`config.mk`:
```
export PLATFORM = sky130hd
export DESIGN_NAME = dbank_intc
export DESIGN_NICKNAME = d
export VERILOG_FILES = /design/src/rtl/dbank_intc.sv
export SDC_FILE = /design/constraint.sdc
export NUM_CORES = 1
export LEC_CHECK = 0
export BUFFER_PORTS_ARGS = -buffer_cell sky130_fd_sc_hd__buf_2
export CAP_MARGIN = 5
export CORE_MARGIN = 1
export CORE_UTILIZATION = 50
export DETAILED_ROUTE_END_ITERATION = 8
export MAX_ROUTING_LAYER = met4
export PLACE_DENSITY = 0.64
export SYNTH_ARGS = -nofsm -noshare
export SYNTH_HDL_FRONTEND = slang
export SYNTH_SLANG_ARGS = --single-unit
```
`constraint.sdc`:
```
create_clock -name clk -period 2.7 [get_ports clk]
set_input_delay 0.405 -clock clk [delete_from_list [all_inputs] [get_ports clk]]
set_output_delay 0.405 -clock clk [all_outputs]
set_load 0.005 [all_outputs]
```
`src/rtl/dbank_intc.sv`:
```
module dbank_intc #(
  parameter int          AW          = 8,
  parameter logic [63:0] FIXED_MASK  = 64'h0,
  parameter logic [63:0] FIXED_LEVEL = 64'h0,
  parameter logic [63:0] SENSE_RST   = 64'hFFFF_FFFF_FFFF_FFFF
) (
  input  logic          clk,
  input  logic          rst_n,
  input  logic [63:0]   src,
  input  logic          bus_we,
  input  logic [AW-1:0] bus_addr,
  input  logic [31:0]   bus_wdata,
  output logic [31:0]   bus_rdata,
  output logic          irq_o,
  output logic          fiq_o
);
  localparam logic [63:0] SENSE_INIT = (SENSE_RST & ~FIXED_MASK) | (FIXED_LEVEL & FIXED_MASK);
  localparam logic [3:0] W_ISTAT = 4'd0, W_FSTAT = 4'd1, W_RAW = 4'd2, W_ROUTE = 4'd3,
                         W_ENSET = 4'd4, W_ENCLR = 4'd5, W_TRSET = 4'd6, W_TRCLR = 4'd7,
                         W_SENSE = 4'd8, W_BOTH = 4'd9, W_POL = 4'd10, W_LCLR = 4'd11,
                         W_LSTAT = 4'd12;

  logic [63:0] en, trig, route, sense, both, pol, lat;
  logic [63:0] s1, s2, s3;
  logic [63:0] rise, fall, det, raw, ist, fst, rd64;

  wire         in_rng = (bus_addr >> 7) == '0;
  wire  [3:0]  widx   = bus_addr[6:3];
  wire  [63:0] wmask  = bus_addr[2] ? {bus_wdata, 32'h0} : {32'h0, bus_wdata};
  wire  [63:0] keep   = bus_addr[2] ? {32'h0, 32'hFFFF_FFFF} : {32'hFFFF_FFFF, 32'h0};

  function automatic logic hit(input logic we, input logic rng, input logic [3:0] i, input logic [3:0] k);
    return we && rng && (i == k);
  endfunction

  assign rise = s2 & ~s3;
  assign fall = ~s2 & s3;
  assign det  = ~sense & ((both & (rise | fall)) | (~both & ((pol & rise) | (~pol & fall))));
  assign raw  = (sense & s2) | (~sense & lat) | trig;
  assign ist  = raw & en & ~route;
  assign fst  = raw & en & route;

  always_ff @(posedge clk or negedge rst_n) begin
    if (!rst_n) begin
      s1 <= '0; s2 <= '0; s3 <= '0;
    end else begin
      s1 <= src; s2 <= s1; s3 <= s2;
    end
  end

  always_ff @(posedge clk or negedge rst_n) begin
    if (!rst_n) begin
      en    <= '0;
      trig  <= '0;
      route <= '0;
      sense <= SENSE_INIT;
      both  <= '0;
      pol   <= '1;
      lat   <= '0;
      irq_o <= 1'b0;
      fiq_o <= 1'b0;
    end else begin
      if (hit(bus_we, in_rng, widx, W_ENSET)) en <= en | wmask;
      else if (hit(bus_we, in_rng, widx, W_ENCLR)) en <= en & ~wmask;
      if (hit(bus_we, in_rng, widx, W_TRSET)) trig <= trig | wmask;
      else if (hit(bus_we, in_rng, widx, W_TRCLR)) trig <= trig & ~wmask;
      if (hit(bus_we, in_rng, widx, W_ROUTE)) route <= (route & keep) | wmask;
      if (hit(bus_we, in_rng, widx, W_SENSE))
        sense <= (((sense & keep) | wmask) & ~FIXED_MASK) | (FIXED_LEVEL & FIXED_MASK);
      if (hit(bus_we, in_rng, widx, W_BOTH)) both <= (both & keep) | wmask;
      if (hit(bus_we, in_rng, widx, W_POL))  pol  <= (pol & keep) | wmask;
      if (hit(bus_we, in_rng, widx, W_LCLR)) lat <= (lat & ~(wmask & ~sense)) | det;
      else lat <= lat | det;
      irq_o <= |ist;
      fiq_o <= |fst;
    end
  end

  always_comb begin
    case (widx)
      W_ISTAT: rd64 = ist;
      W_FSTAT: rd64 = fst;
      W_RAW:   rd64 = raw;
      W_ROUTE: rd64 = route;
      W_ENSET: rd64 = en;
      W_TRSET: rd64 = trig;
      W_SENSE: rd64 = sense;
      W_BOTH:  rd64 = both;
      W_POL:   rd64 = pol;
      W_LSTAT: rd64 = lat;
      default: rd64 = '0;
    endcase
  end

  assign bus_rdata = !in_rng ? 32'h0 : (bus_addr[2] ? rd64[63:32] : rd64[31:0]);
endmodule

```
==> metrics <==
post-route cell area 0.0420 mm^2; #FFs+latches synth 642; Post-synth EDFFs 0; drt wl/cell 30.0 um; Worst path top cell family by delay compound AO/OA/AOI/OAI gates; initial antenna violation count 7; clk sinks 642; Die Area 0.0660 mm^2; Max-slew headroom 48.7%; Die H 257 um; critical path class reg2out; Ports 141; Worst Tran Pin Value 768 ps; Fmax 0.345 GHz; crit path time final 2900 ps; largest area contributor in the netlist dfrtp_1; most frequent cell after synthesis dfrtp_1; top post-synthesis cells by count 514 x dfrtp_1, 375 x o21ai_0, 339 x mux2_2, 227 x nand2_1, 194 x o31ai_1; Worst setup SP type flip-flop; Reg clk slew, reported paths 60 ps; detailed-placement wirelength estimate 95.9 mm; Initial Utilization 50.5%; WP depth 6; dpl cell area 0.0368 mm^2; DR vias 28500; die width 257 um; Net Count, Synth 3256; CP Buf/Inv Count 1; Post-Synthesis Cells 3021; Post-synth ARST share 100%; synth warn 0; PortBufs 138; # DRC 0; final hold slack 167 ps; Synth top area share 39.6%; Crit Path Max Fanout 2; count of different cell masters after synthesis 79; final WL 134 mm; GP Congestion 1.06; GRT overflow 0; Final Setup Violations 28; VDD IR-drop max 0.000579 V; vias per cell 6.42; number of DRC markers in iteration 0 3602; Synth Area per Inst 10.8 um^2; clock tree buffer depth 3; root buffer cell clkbuf_16; first-pass GRT wire length 194 mm; CP Capture Type output port; fraction of layout cells with a size suffix above 1 37.8%; CTS tree yes; max_cap viols 0; Area Overhead vs Synth 29.3%; dpl cells 4167; H-Tree Depth 3; Slowest-stage cell, CP dfstp_2; worst setup margin -200 ps; Hold Vio Cnt, Final 0; latest clock arrival within the worst-skew pair 620 ps; Max Slew Vio Count 0; RSZ-0062 raised after global routing yes; status finished, violations left; fin nets 3763; P_leak 18.2 nW; cts bufs inserted 72; PD cells 638 mW/mm^2; setup_tns -2100 ps; DP Worst Slack -484 ps; worst hold path type in2reg; CP Cell Sequence mux2_4 -> o21a_4 -> a222oi_1 -> nand4_1 -> o311a_1 -> buf_2; All-Layer GR Usage 41.6%; fill count 5005; detailed-router iteration count before antenna repair 6; Core Region 0.0643 mm^2; failing checks negative setup slack; Rows 93; Arrival @ worst endpoint 2490 ps; Synth Flop Type dfrtp_1; Post-Syn Area 0.0325 mm^2; Reg2Reg Depth 9; ranking of synthesized cells by area dfrtp_1 40%, mux2_2 12%, dfstp_2 10%; Req. time, crit path 2300 ps; post-synthesis sequential area ratio 49.9%; final setup skew 14.0 ps; Final Non-Filler Cells 4447; slowest stage delay, CP 550 ps; Hold Crit Depth 3; Final ANT Viol Nets 0; final period utilization 107%; vias in the first global route 28200; largest net degree at the start of global routing 89
[per-stage QoR]
step           utilization [%]  total power [mW]
2_1_floorplan                -              13.7
3_3_place_gp              57.3              15.9
3_5_place_dp              57.3              16.0
4_1_cts                   64.4              26.7
5_1_grt                   65.3              27.7
6_report                  65.3              26.8
[worst min-delay path, delay by kind of cell]
kind                   cells  cell delay [ps]
AND/OR/NAND/NOR            1               80
buffers and inverters      1              180
AO/OA/AOI/OAI              1               70
[cell usage in the layout (no fill, tap or decap), types with 24 or more instances in the layout]
cell type      count
nand2_1          219
inv_1            167
buf_2            126
mux2_2           316
buf_12            71
clkbuf_16         76
a21oi_1           77
a22oi_1           86
o21ai_0          316
dlygate4sd3_1     65
ha_1             128
buf_6             29
dfrtp_1          509
o21ai_1           31
o22ai_1           37
nand3_1           24
mux2i_1           31
dfstp_2          128
nor2b_1           35
o21ai_2           27
o31ai_1          193
nor2_1            69
buf_4            328
[layer usage]
metal / share of wire (%) / routed length (um) / global-route usage, %
met1: 40 / 53500 / 53.4
met2: 45 / 60600 / 63.0
met3: 9.0 / 12000 / 7.75
met4: 5.7 / 7590 / 21.0
met5: 0 / 0 / -
[cells by family after synthesis]
group	Yosys count	share of synthesized area [%]
adder cells (fa/ha/maj)	128	4.93
XOR/XNOR	2	0.0539
AND/OR/NAND/NOR	503	7.35
multiplexers	377	12.9
AO/OA/AOI/OAI	1004	20.1
buffers and inverters	365	4.73
flip-flops	642	49.9
[cell type report]
cell class	count	area, um^2	area share, %
sequential	642	16200	38.6
multi-input combinational	2014	15900	37.9
timing repair buffer	630	5700	13.6
clock buffer	107	2170	5.15
tap	855	1070	2.55
inverter	168	631	1.50
clock inverter	24	282	0.670
antenna	7	17.5	0.0417
[report_power, final]
group | switching (mW) | internal (mW)
Combinational | 2.56 | 2.15
Clock | 4.12 | 6.05
Sequential | 1.18 | 10.8
Total | 7.85 | 19.0
[path summary, 6_finish.rpt]
kind / from / endpoint / slack (ps)
max in group asynchronous: rst_n / async pin / 1240
max: flip-flop / bus_rdata[19] / -200
min in group asynchronous: rst_n / s3[29]$_DFF_PN0_ / 340
min: bus_wdata[8] / flip-flop / 170
max reg2reg: flip-flop / fiq_o$_DFF_PN0_ / 0
min reg2reg: s1[1]$_DFF_PN0_ / s2[1]$_DFF_PN0_ / 340
[timing repair]
item / CTS / global route
hold buffers: 65 / 0
endpoints found under the hold margin: 107 / 0
pin swaps: 96 / 76
resized for setup: 258 / 109
cloned: 1 / 2
setup buffers: 77 / 15
setup endpoints to repair: 33 / 33
(Power assumes the default switching activity.)
